--- config.mk ---
export PLATFORM = sky130hd
export DESIGN_NAME = iop_fault_status_unit
export DESIGN_NICKNAME = d
export VERILOG_FILES = /design/src/rtl/iop_fault_pkg.sv /design/src/rtl/iop_fault_detect.sv /design/src/rtl/iop_fault_status.sv /design/src/rtl/iop_fault_action.sv /design/src/rtl/iop_fault_status_unit.sv
export SDC_FILE = /design/constraint.sdc
export NUM_CORES = 1
export LEC_CHECK = 0
export ABC_AREA = 0
export BUFFER_PORTS_ARGS = -buffer_cell sky130_fd_sc_hd__buf_2
export CAP_MARGIN = 20
export CORE_MARGIN = 5
export CORE_UTILIZATION = 37
export CTS_BUF_LIST = sky130_fd_sc_hd__clkbuf_8 sky130_fd_sc_hd__clkbuf_16
export DETAILED_ROUTE_END_ITERATION = 16
export PLACE_DENSITY = 0.77
export SETUP_SLACK_MARGIN = 0.3
export SYNTH_ARGS = -nofsm -noshare
export SYNTH_HDL_FRONTEND = slang
export SYNTH_SLANG_ARGS = --single-unit
--- constraint.sdc ---
create_clock -name clk -period 0.89 [get_ports clk]
set_input_delay 0.267 -clock clk [delete_from_list [all_inputs] [get_ports clk]]
set_output_delay 0.267 -clock clk [all_outputs]
set_load 0.03 [all_outputs]
--- src/rtl/iop_fault_pkg.sv ---
package iop_fault_pkg;

    localparam int STAT_W  = 32;
    localparam int CDA_W   = 19;
    localparam int CDA_LSB = STAT_W - CDA_W;
    localparam int BIT_BCF = 1;
    localparam int BIT_CCF = 2;
    localparam int BIT_MIE = 3;

    // Fault events detected in one cycle
    typedef struct packed {
        logic bcf;
        logic ccf;
        logic mie;
        logic cmf;
    } fault_evt_t;

    // Requested end of the current operation
    typedef struct packed {
        logic term;
        logic halt;
    } end_req_t;

    // Sticky status contents
    typedef struct packed {
        logic             bcf;
        logic             ccf;
        logic             mie;
        logic             pfi;
        logic [CDA_W-1:0] cda;
    } stat_state_t;

endpackage

--- src/rtl/iop_fault_detect.sv ---
module iop_fault_detect
    import iop_fault_pkg::*;
(
    input  logic       mem_rd_vld,
    input  logic       mem_side_pe,
    input  logic       iop_side_pe,
    input  logic       cmd_fetch,
    input  logic       halt_on_err,
    input  logic       sub_rd_vld,
    input  logic       sub_par_err,
    input  logic       mif_err,
    input  logic       cmf_err,
    output fault_evt_t evt,
    output end_req_t   req
);

    logic mem_path_flt;

    always_comb begin
        // Disagreement between the two parity views is a bus check
        evt.bcf = mem_rd_vld & (mem_side_pe ^ iop_side_pe);
        evt.ccf = sub_rd_vld & sub_par_err;
        evt.mie = mif_err;
        evt.cmf = cmf_err;

        // Bus check and interface error share one ending policy
        mem_path_flt = evt.bcf | evt.mie;

        req.term = evt.ccf | (mem_path_flt & cmd_fetch);
        req.halt = mem_path_flt & ~cmd_fetch & halt_on_err;
    end

endmodule

--- src/rtl/iop_fault_status.sv ---
module iop_fault_status
    import iop_fault_pkg::*;
(
    input  logic              clk,
    input  logic              rst_n,
    input  logic              flt_clr,
    input  fault_evt_t        evt,
    input  logic [CDA_W-1:0]  cda_in,
    output logic [STAT_W-1:0] status,
    output logic              pfi
);

    stat_state_t st_d, st_q;

    always_comb begin
        st_d = st_q;
        if (flt_clr) begin
            st_d.bcf = 1'b0;
            st_d.ccf = 1'b0;
            st_d.mie = 1'b0;
            st_d.pfi = 1'b0;
        end
        // New faults win over a clear in the same cycle
        st_d.bcf = st_d.bcf | evt.bcf;
        st_d.ccf = st_d.ccf | evt.ccf;
        st_d.mie = st_d.mie | evt.mie;
        st_d.pfi = st_d.pfi | evt.bcf | evt.ccf | evt.mie | evt.cmf;
        st_d.cda = cda_in;
    end

    always_ff @(posedge clk) begin
        if (!rst_n) begin
            st_q <= '0;
        end else begin
            st_q <= st_d;
        end
    end

    always_comb begin
        status                          = '0;
        status[BIT_BCF]                 = st_q.bcf;
        status[BIT_CCF]                 = st_q.ccf;
        status[BIT_MIE]                 = st_q.mie;
        status[STAT_W-1:CDA_LSB]        = st_q.cda;
        pfi                             = st_q.pfi;
    end

endmodule

--- src/rtl/iop_fault_action.sv ---
module iop_fault_action
    import iop_fault_pkg::*;
(
    input  logic     clk,
    input  logic     rst_n,
    input  end_req_t req,
    output logic     term_pulse,
    output logic     halt_req
);

    end_req_t act_d, act_q;

    always_comb begin
        // Pulses last one cycle: the next value depends only on this cycle
        act_d = req;
    end

    always_ff @(posedge clk) begin
        if (!rst_n) begin
            act_q <= '0;
        end else begin
            act_q <= act_d;
        end
    end

    assign term_pulse = act_q.term;
    assign halt_req   = act_q.halt;

endmodule

--- src/rtl/iop_fault_status_unit.sv ---
module iop_fault_status_unit
    import iop_fault_pkg::*;
(
    input  logic              clk,
    input  logic              rst_n,
    input  logic              flt_clr,
    input  logic              mem_rd_vld,
    input  logic              mem_side_pe,
    input  logic              iop_side_pe,
    input  logic              cmd_fetch,
    input  logic              halt_on_err,
    input  logic              sub_rd_vld,
    input  logic              sub_par_err,
    input  logic              mif_err,
    input  logic              cmf_err,
    input  logic [CDA_W-1:0]  cmd_dw_addr,
    output logic [STAT_W-1:0] status,
    output logic              pfi,
    output logic              term_pulse,
    output logic              halt_req
);

    fault_evt_t evt;
    end_req_t   req;

    iop_fault_detect u_detect (
        .mem_rd_vld  (mem_rd_vld),
        .mem_side_pe (mem_side_pe),
        .iop_side_pe (iop_side_pe),
        .cmd_fetch   (cmd_fetch),
        .halt_on_err (halt_on_err),
        .sub_rd_vld  (sub_rd_vld),
        .sub_par_err (sub_par_err),
        .mif_err     (mif_err),
        .cmf_err     (cmf_err),
        .evt         (evt),
        .req         (req)
    );

    iop_fault_status u_status (
        .clk     (clk),
        .rst_n   (rst_n),
        .flt_clr (flt_clr),
        .evt     (evt),
        .cda_in  (cmd_dw_addr),
        .status  (status),
        .pfi     (pfi)
    );

    iop_fault_action u_action (
        .clk        (clk),
        .rst_n      (rst_n),
        .req        (req),
        .term_pulse (term_pulse),
        .halt_req   (halt_req)
    );

endmodule

== After elaboration in Yosys (flattened, before gate mapping) ==
Cells that the tools add are included.

* Multiplexer cells: 1
* Bitwise operators: 16

{| class="wikitable"
|+ Operators with widths
! operator !! count
|-
| OR 1 bit || 9
|-
| AND 1 bit || 5
|-
| 2-to-1 mux 4 bit || 1
|-
| NOT 1 bit || 1
|-
| bitwise XOR 1 bit || 1
|}

* Logic and storage cells: 24
* Flip-flop bits (word level): 25
* Output and inout bits: 35
* Input bits: 31

== Longest topological paths before layout ==
Gate-level depths: netlist of run 1.

* Word-level depth: 6
* Gate-level depth with buffers: 3
* Mapped depth without buffers: 3

== Modules after synthesis ==
A second synthesis of run 1 with hierarchy kept.

* Cells, all modules: 79
* Area total of the unflattened synthesis: 878.3 um2

{| class="wikitable"
|+ By module, submodules not included
! module !! instances !! area an instance (um2) !! cells an instance !! seq. area each (um2)
|-
| iop_fault_status || 1 || 753.2 || 64 || 460.4
|-
| iop_fault_detect || 1 || 72.6 || 11 || 0.0
|-
| iop_fault_action || 1 || 52.6 || 4 || 40.0
|}

== Least setup slack after synthesis of run 1 ==
OpenSTA, ideal clock, no wires.

* Kind: flip-flop to flip-flop
* Start: register u_status.st_q, in the netlist u_status.pfi
* End: register u_status.st_q, in the netlist u_status.pfi
* Required time: 0.809 ns
* Period minus slack after synthesis: 0.855 ns
* Setup slack: 0.035 ns
* Setup time: 0.081 ns
* Cell stages (with the launch flop): 3
* Arrival: 0.774 ns
* Path buffers: 0
* Cells stage by stage: dfxtp_1 a21oi_1 a41oi_1

* Cells in the longest elaborated chain, start to end: 5

{| class="wikitable"
|+ Ends and longest elaborated chain
! item !! line !! source
|-
| start, declared || iop_fault_status.sv:13 || <nowiki>stat_state_t st_d, st_q;</nowiki>
|-
| start signal, assigned || iop_fault_status.sv:35 || <nowiki>st_q <= st_d;</nowiki>
|-
| 2-to-1 mux 4 bit || iop_fault_status.sv:17 || <nowiki>if (flt_clr) begin</nowiki>
|-
| OR 1 bit (4 in series) || iop_fault_status.sv:27 || <nowiki>st_d.pfi = st_d.pfi | evt.bcf | evt.ccf | evt.mie | evt.cmf;</nowiki>
|}

Every way passes these cells.
A chain may end at the register's enable or synchronous reset.

== Final worst setup path of run 1 ==
* Start: register u_status.st_q, in the netlist u_status.status[2]
* End: output port status[2]

{| class="wikitable"
|+ RTL lines
! item !! line !! source
|-
| end, declared || iop_fault_status_unit.sv:17 || <nowiki>output logic [STAT_W-1:0] status,</nowiki>
|}

No word-level cell between the ends.

==> flow_summary.json, run 1 <==
{
  "status": "complete, but fails checks",
  "violations": "negative setup slack",
  "design_area_mm2": 0.00144,
  "worstPathCellList": "buf_6",
  "worst-path-max-fanout": 2,
  "synth_fa_ha_area_share_pct": 0,
  "start_kind": "flip-flop",
  "synth_edf_count": 0,
  "cts_hold_buffers": 0,
  "worstPathArrival_ps": 740,
  "antenna_found_initial": 0,
  "antennaDiodeCount": 0,
  "yosysSeqAreaShare_pct": 61.6,
  "period_needed_ps": 1010,
  "synthFlopType": "dfxtp_1",
  "p_per_area_mw_per_mm2": 1610,
  "drv_cap": 0,
  "rows": 17,
  "synth.distinct_cells": 14,
  "syn2layout_area_growth_pct": 76.9,
  "worst_slack_ps": -120,
  "cts_num_sinks": 25,
  "grt_util_all_layers_pct": 11.3,
  "use_met2_pct": 20.3,
  "path_buf_inv": 1,
  "syn-cell-area_um2": 812,
  "die_w_um": 56.8,
  "io_pins": 66,
  "clock_path_buffers": 2,
  "power_leakage_uw": 0.000671,
  "worstSkewPairLatency_ps": 260,
  "synth_most_common_cell": "dfxtp_1",
  "max_freq_mhz": 990,
  "htree_levels": 1,
  "hp-class": "in2reg",
  "grt_pass1_wl_mm": 2.85,
  "route.detailed.wl_per_inst_um": 11.6,
  "placed_cell_area_mm2": 0.00119,
  "route.final.wire_length_mm": 1.88,
  "cts_made_buffers": 3,
  "yosys.area_share.simple_pct": 17.7,
  "muxShareOfSynthArea_pct": 0,
  "holdWs_ps": 178,
  "vias_per_cell": 4.17,
  "slowest_delay_ps": 350,
  "die_area_mm2": 0.00323,
  "core_area_mm2": 0.00215,
  "yosys_warnings": 0,
  "dr.pass1.iters": 4,
  "ys_async_sr_fraction_pct": 0,
  "grt_use_met1_pct": 12.0,
  "postRouteAntennaNets": 0,
  "synth_top_family_by_area": "simple AND/OR/NAND/NOR gates",
  "die_y_um": 56.8,
  "fin_crit_sh_pct": 113,
  "drc": 0,
  "setup_viol": 25,
  "drive_gt1_share_pct": 70.9,
  "grt_busiest_layer": "met2",
  "hold_violations": 0,
  "post-place-ws_ps": -38.0,
  "worstPathRequired_ps": 620,
  "ys_ff_latch": 25,
  "ys_top_cells_by_count": "25 x dfxtp_1, 19 x and2_1, 10 x buf_4, 5 x a21oi_1, 4 x nand2_1",
  "vias": 675,
  "place.detailed.hpwl_mm": 1.48,
  "synth_area_leaders": "dfxtp_1 62%, and2_1 15%, buf_4 9.2%",
  "cts_tree": "built",
  "start_util_pct": 37.8,
  "met3_usage_pct": 3.45,
  "clock_skew_ps": 0,
  "finalWeightedCongestion": 0.726,
  "synth_compound_area_share_pct": 7.55,
  "first_iter_violations": 13,
  "rsz0062_at_grt": "true",
  "ir_drop_mv": 0.831,
  "crit_family": "flip-flops",
  "cp_slowest_cell": "dfxtp_4",
  "synth_top_area_share_pct": 61.6,
  "yosysTopAreaCell": "dfxtp_1",
  "fillers": 168,
  "grt_pass1_vias": 649,
  "crit_type": "reg2out",
  "syn_inst": 75,
  "report.final.slew_viol_count": 0,
  "synth-xor-area-share_pct": 1.08,
  "cts-root-buf": "clkbuf_8",
  "critPathCaptureType": "output pin",
  "port_buffers": 55,
  "path_clk_slew_ps": 80,
  "nets": 166,
  "grt_max_degree": 17,
  "gr-total-overflow": 0,
  "syn_area_per_cell_um2": 10.8
}
[layout by cell type (no fill, tap or decap), drive strengths merged]
cell,instances
nand2,5
and2,19
a41oi,1
a211oi,1
inv,3
clkinv,1
conb,10
xor2,1
a21oi,5
a311oi,1
clkbuf,3
buf,58
nor2,1
dfxtp,25
[flip-flops by register name (all words and copies together), names as in the netlist]
signal               count
u_action.halt_req        1
u_status.pfi             1
u_action.term_pulse      1
u_status.status         22
[final timing paths]
check | slack, ps | cells after the start | to | from
worst max-delay path | -120 | 1 | status[2] | u_status.status[2]$_SDFF_PN0_
worst min-delay path | 180 | 2 | u_action.halt_req$_SDFF_PN0_ | cmd_fetch
worst max register to register | 160 | 2 | u_status.pfi$_SDFF_PN0_ | u_status.pfi$_SDFF_PN0_
worst min register to register | 500 | 2 | u_status.status[2]$_SDFF_PN0_ | u_status.status[2]$_SDFF_PN0_
[where the power goes]
group	internal, uW	switching [uW]	total, uW
combinational	222	280	502
clock	312	319	630
sequential	1150	29.2	1180
total	1680	628	2310
[metal layers]
layer | share of wire (%) | wire, um
met2 | 51 | 959
met5 | 0 | 0
met4 | 0.64 | 12
met3 | 15 | 284
met1 | 33 | 619
[metrics by stage]
step                cells  utilization (%)  TNS (ps)  total power, uW
floorplan              84                -         0             1490
global placement      156             55.3     -42.5             1590
detailed placement    156             55.3     -78.2             1600
CTS                   161             65.4     -2870             2320
global route          162             66.9     -3170             2410
finish                162             66.9     -2650             2310
[area by class of cell]
cell class	instances	area [um^2]	area share, %
Inverter	3	11.3	0.784
Clock inverter	1	5.00	0.348
Tap cell	28	35.0	2.44
Timing Repair Buffer	58	479	33.4
Clock buffer	3	41.3	2.87
Multi-Input combinational cell	44	273	19.0
Sequential cell	25	592	41.2
[cells by family (layout without fill, tap and decap cells)]
| kind of cell | Yosys count | in the layout |
|---|---|---|
| compound gates | 8 | 8 |
| xor+xnor | 1 | 1 |
| buf+inv | 15 | 65 |
| flops | 25 | 25 |
| other cells | 1 | 10 |
| simple gates | 25 | 25 |
[timing repair]
item	in CTS	in global routing
gates resized for setup	52	5
cloned	0	0
pin swaps	0	2
setup endpoints to repair	31	31
setup buffers	1	1
Power figures use the tool's default switching activity.
==> run 2, diff against run 1 <==
Settings changed: CAP_MARGIN 20 to unset, CORE_MARGIN 5 to unset.
==> run 2 against run 1 <==
Effect of this change:
- the flow still finishes with violations (negative setup slack)
- die area is 26% lower
- sequential cell count stayed put
- count of clock-buffer cells in the layout stayed put
- maximum frequency is 0.83% higher
- largest cell class unchanged
- critical endpoint is now status[20]
- clock power is 3% lower
- worst hold slack worse by 5.4 ps
- largest power group unchanged
- highest routed layer unchanged
- final area is 0.87% lower
==> flow_summary.json, run 2 (synthesized netlist as in run 1, its figures left out) <==
{
  "vias": 657,
  "setup_viol": 25,
  "first_iter_violations": 1,
  "grt_max_degree": 16,
  "antenna_found_initial": 0,
  "die_area_mm2": 0.00239,
  "fin_crit_sh_pct": 113,
  "crit_family": "flip-flops",
  "rrSetupSlack_ps": 150,
  "post-place-ws_ps": -52.2,
  "status": "complete, but fails checks",
  "drv_cap": 0,
  "drive_gt1_share_pct": 69.2,
  "hold_violations": 0,
  "hp-class": "in2reg",
  "io_pins": 66,
  "route.final.wire_length_mm": 1.63,
  "clock_path_buffers": 2,
  "report.final.slew_viol_count": 0,
  "crit_type": "reg2out",
  "power_leakage_uw": 0.000667,
  "worstPathCellList": "buf_6",
  "rsz0062_at_grt": "true",
  "path_clk_slew_ps": 80,
  "syn2layout_area_growth_pct": 75.3,
  "start_kind": "flip-flop",
  "cts_made_buffers": 3,
  "clock_skew_ps": 0,
  "cts_num_sinks": 25,
  "finalWeightedCongestion": 0.686,
  "antennaDiodeCount": 0,
  "final_cell_mix": "28 x buf_2, 27 x buf_6, 24 x dfxtp_4",
  "final_util_pct": 70.4,
  "max_freq_mhz": 999,
  "worstPathRequired_ps": 620,
  "worstPathArrival_ps": 730,
  "cts-root-buf": "clkbuf_8",
  "grt_pass1_vias": 665,
  "period_needed_ps": 1000,
  "worst-path-max-fanout": 1,
  "largest_register_ff_count": 22,
  "cp_slowest_cell": "dfxtp_4",
  "gr-total-overflow": 0,
  "drc": 0,
  "start_util_pct": 40.2,
  "p_per_area_mw_per_mm2": 1610,
  "ir_drop_mv": 1.05,
  "critPathCaptureType": "output pin",
  "path_buf_inv": 1,
  "worst_slack_ps": -111,
  "die_w_um": 48.8,
  "route.detailed.wl_per_inst_um": 10.2,
  "rows": 16,
  "nets": 165,
  "final_common_cell": "buf_2",
  "worstSkewPairLatency_ps": 250,
  "postRouteAntennaNets": 0,
  "grt_pass1_wl_mm": 2.73,
  "cts_tree": "built",
  "die_y_um": 48.8,
  "dr.pass1.iters": 3,
  "slowest_delay_ps": 350,
  "violations": "negative setup slack",
  "place.detailed.hpwl_mm": 1.22,
  "vias_per_cell": 4.11,
  "htree_levels": 1,
  "fillers": 161,
  "grt_util_all_layers_pct": 15.4,
  "cts_hold_buffers": 0,
  "port_buffers": 55,
  "core_area_mm2": 0.00202
}
==> run 2: per-layer routing <==
| metal | part of all wire, % | GRT usage, % |
|---|---|---|
| met5 | 0 | 0 |
| met4 | 1.7 | 10.3 |
| met3 | 6.4 | 2.18 |
| met2 | 59 | 29.9 |
| met1 | 33 | 14.7 |
==> run 2: worst paths after layout <==
kind,start,to,depth (start not counted)
worst max-delay path,u_status.status[20]$_SDFF_PN0_,status[20],1
worst min-delay path,cmd_fetch,u_action.halt_req$_SDFF_PN0_,2
worst max register to register,u_status.status[3]$_SDFF_PN0_,u_status.status[3]$_SDFF_PN0_,3
worst min register to register,u_status.status[2]$_SDFF_PN0_,u_status.status[2]$_SDFF_PN0_,2
==> run 2: area by class of cell <==
class / count / area, um^2 / share of cell area, %
Multi-Input combinational cell: 44 / 270 / 19.0
Timing Repair Buffer: 57 / 472 / 33.1
Sequential cell: 25 / 592 / 41.6
Clock inverter: 1 / 3.75 / 0.264
Tap cell: 27 / 33.8 / 2.37
Clock buffer: 3 / 41.3 / 2.90
Inverter: 3 / 11.3 / 0.791
==> run 2: per-stage QoR <==
step / total power [uW] / cells / hold WS, ps / setup TNS [ps] / instance area (um^2)
floorplan: 1490 / 84 / 322 / 0 / 960
detailed placement: 1600 / 155 / 448 / -133 / 1190
finish: 2290 / 160 / 172 / -2580 / 1420
CTS: 2310 / 159 / 167 / -2860 / 1400
global route: 2400 / 160 / 167 / -3210 / 1420
global placement: 1590 / 155 / 437 / -31.0 / 1190
==> run 2: what timing repair did <==
action,4_1_cts,5_1_grt
pin swaps,3,4
resized for setup,53,3
buffers inserted,0,1
endpoints found under the hold margin,0,0
setup endpoints to repair,30,31
==> run 2: power by group <==
group          internal [uW]  leakage, uW  switching, uW
clock                    307    0.0000269            306
sequential              1150     0.000222           31.5
combinational            218     0.000417            272
total                   1680     0.000667            610
==> run 3, diff against run 2 <==
Settings changed: ABC_AREA 0 to 1, CORE_UTILIZATION 37 to 38.
==> run 3 against run 2 <==
Effect of this change:
- the run still ends with negative setup slack left
- via count increased by 15%
- sequential power about the same
- die area increased by 1.7%
- critical path type unchanged
- largest power group unchanged
==> flow_summary.json, run 3 <==
{
  "drc": 0,
  "largest_register_ff_count": 22,
  "setup_viol": 25,
  "antennaDiodeCount": 0,
  "synthFlopType": "dfxtp_1",
  "synth_fa_ha_area_share_pct": 0,
  "grt_pass1_wl_mm": 3.00,
  "ys_async_sr_fraction_pct": 0,
  "synth_top_area_share_pct": 59.0,
  "grt_max_degree": 20,
  "fin_tns_setup_ps": -2660,
  "rows": 16,
  "cts_tree": "built",
  "violations": "negative setup slack",
  "worstPathArrival_ps": 740,
  "core_area_mm2": 0.00202,
  "ir_drop_mv": 0.931,
  "nets": 191,
  "gr-total-overflow": 0,
  "max_freq_mhz": 991,
  "power_leakage_uw": 0.000835,
  "worstPathRequired_ps": 620,
  "route.detailed.wl_per_inst_um": 10.1,
  "synth_area_leaders": "dfxtp_1 59%, nand2_1 12%, inv_1 11%",
  "final-instance-count-excl-fill": 186,
  "die_area_mm2": 0.00243,
  "yosys.area_share.simple_pct": 16.1,
  "setup.worst_path.end": "status[3]",
  "route.final.wire_length_mm": 1.88,
  "cp_slowest_cell": "dfxtp_4",
  "crit_family": "flip-flops",
  "io_pins": 66,
  "die_y_um": 49.3,
  "yosys_warnings": 0,
  "die_w_um": 49.3,
  "syn2layout_area_growth_pct": 74.6,
  "place.detailed.hpwl_mm": 1.33,
  "vias": 756,
  "fin_crit_sh_pct": 113,
  "first_iter_violations": 5,
  "final_cell_mix": "28 x buf_2, 26 x buf_6, 25 x dfxtp_4",
  "synth_edf_count": 0,
  "hp-class": "in2reg",
  "placed_cell_area_mm2": 0.00124,
  "total_power_uw": 2320,
  "period_needed_ps": 1010,
  "port_buffers": 55,
  "critPathCaptureType": "output pin",
  "path_clk_slew_ps": 80,
  "start_kind": "flip-flop",
  "start_util_pct": 42.0,
  "antenna_found_initial": 0,
  "dp_cells": 181,
  "hold_violations": 0,
  "synth.distinct_cells": 13,
  "clock_skew_ps": 0,
  "yosysTopAreaCell": "dfxtp_1",
  "synth_top_family_by_area": "buffers and inverters",
  "rrSetupSlack_ps": 160,
  "report.final.slew_viol_count": 0,
  "drv_cap": 0,
  "synth-xor-area-share_pct": 0,
  "p_per_area_mw_per_mm2": 1560,
  "vias_per_cell": 4.06,
  "worstPathCellList": "buf_6",
  "final_common_cell": "buf_2",
  "grt_util_all_layers_pct": 16.5,
  "crit_type": "reg2out",
  "clock_path_buffers": 2,
  "cts_hold_buffers": 0,
  "cts_made_buffers": 3,
  "grt_pass1_vias": 705,
  "status": "complete, but fails checks",
  "ys_ff_latch": 25,
  "slowest_delay_ps": 350,
  "syn-cell-area_um2": 848,
  "path_buf_inv": 1,
  "ys_top_cells_by_count": "27 x nand2_1, 25 x dfxtp_1, 25 x inv_1, 10 x buf_4, 3 x a21oi_1",
  "syn_inst": 100,
  "muxShareOfSynthArea_pct": 0,
  "cts-root-buf": "clkbuf_8",
  "cts_num_sinks": 25,
  "fillers": 150,
  "dr.pass1.iters": 4,
  "worst-path-max-fanout": 2,
  "design_area_mm2": 0.00148,
  "rsz0062_at_grt": "true",
  "syn_area_per_cell_um2": 8.48,
  "worstSkewPairLatency_ps": 250,
  "cp-startpoint": "u_status.status[3]$_SDFF_PN0_",
  "ff2ff_path_depth": 4,
  "worst_slack_ps": -119,
  "synth_most_common_cell": "nand2_1",
  "htree_levels": 1,
  "postRouteAntennaNets": 0,
  "finalWeightedCongestion": 0.734,
  "path_depth": 1,
  "synth_compound_area_share_pct": 3.39,
  "worstReg2RegStart": "u_status.pfi$_SDFF_PN0_",
  "holdWs_ps": 186,
  "r2r-end": "u_status.pfi$_SDFF_PN0_",
  "drive_gt1_share_pct": 62.3,
  "yosysSeqAreaShare_pct": 59.0
}
run 3: cell count changes after synthesis, moves of 2 or more:
cell / before / now
nand2_1: 4 / 27
inv_1: 3 / 25
and2_1: 19 / 0
a21oi_1: 5 / 3
buf_2: 0 / 2
clkbuf_1: 2 / 0
nand3b_1: 0 / 2
run 3: kinds of logic (layout without fill, tap and decap cells):
| group | count (synthesis) | count (layout) |
|---|---|---|
| compound gates | 5 | 5 |
| simple gates | 32 | 32 |
| other cells | 1 | 10 |
| buf+inv | 37 | 87 |
| flops | 25 | 25 |
run 3: where the power goes:
| group | total, uW | switching (uW) | leakage [uW] | internal [uW] |
|---|---|---|---|---|
| Clock | 623 | 316 | 0.0000269 | 307 |
| Combinational | 515 | 297 | 0.000585 | 218 |
| Sequential | 1180 | 31.5 | 0.000223 | 1150 |
| Total | 2320 | 644 | 0.000835 | 1670 |
run 3: worst min-delay path by stage:
stage / start / to / cells past startpoint
finish: cmd_dw_addr[10] / u_status.status[23]$_SDFF_PN0_ / 3
global route: cmd_dw_addr[16] / u_status.status[29]$_SDFF_PN0_ / 3
CTS: cmd_dw_addr[12] / u_status.status[25]$_SDFF_PN0_ / 3
detailed placement: cmd_dw_addr[12] / u_status.status[25]$_SDFF_PN0_ / 3
global placement: cmd_dw_addr[15] / u_status.status[28]$_SDFF_PN0_ / 3
floorplan: cmd_dw_addr[0] / u_status.status[13]$_SDFF_PN0_ / 2
run 3: through the flow:
step | setup WS, ps | util [%]
after floorplan | 154 | -
after global placement | -6.69 | 61.2
after detailed placement | -31.9 | 61.2
after CTS | -122 | 72.3
after global routing | -137 | 73.3
final | -119 | 73.3
run 3: routing by layer:
layer / track usage, % / vias to the layer above / share of wire [%]
li1: - / 377 / -
met1: 16.7 / 336 / 36
met2: 31.7 / 41 / 55
met3: 3.12 / 2 / 7.6
met4: 7.35 / 0 / 1.2
met5: 0 / - / 0
run 3: final cells by class:
cell class | instances | area, um^2 | share of cell area, %
Clock inverter | 1 | 3.75 | 0.253
Clock buffer | 3 | 41.3 | 2.79
Timing Repair Buffer | 58 | 483 | 32.6
Inverter | 25 | 98.8 | 6.67
Multi-Input combinational cell | 47 | 226 | 15.3
Sequential cell | 25 | 594 | 40.1
Tap cell | 27 | 33.8 | 2.28
run 3: what timing repair did:
| action | in CTS | in global routing |
|---|---|---|
| pin swaps | 3 | 4 |
| setup endpoints to repair | 29 | 31 |
| endpoints found under the hold margin | 0 | 0 |
| setup buffers | 0 | 1 |
| resized for setup | 56 | 4 |
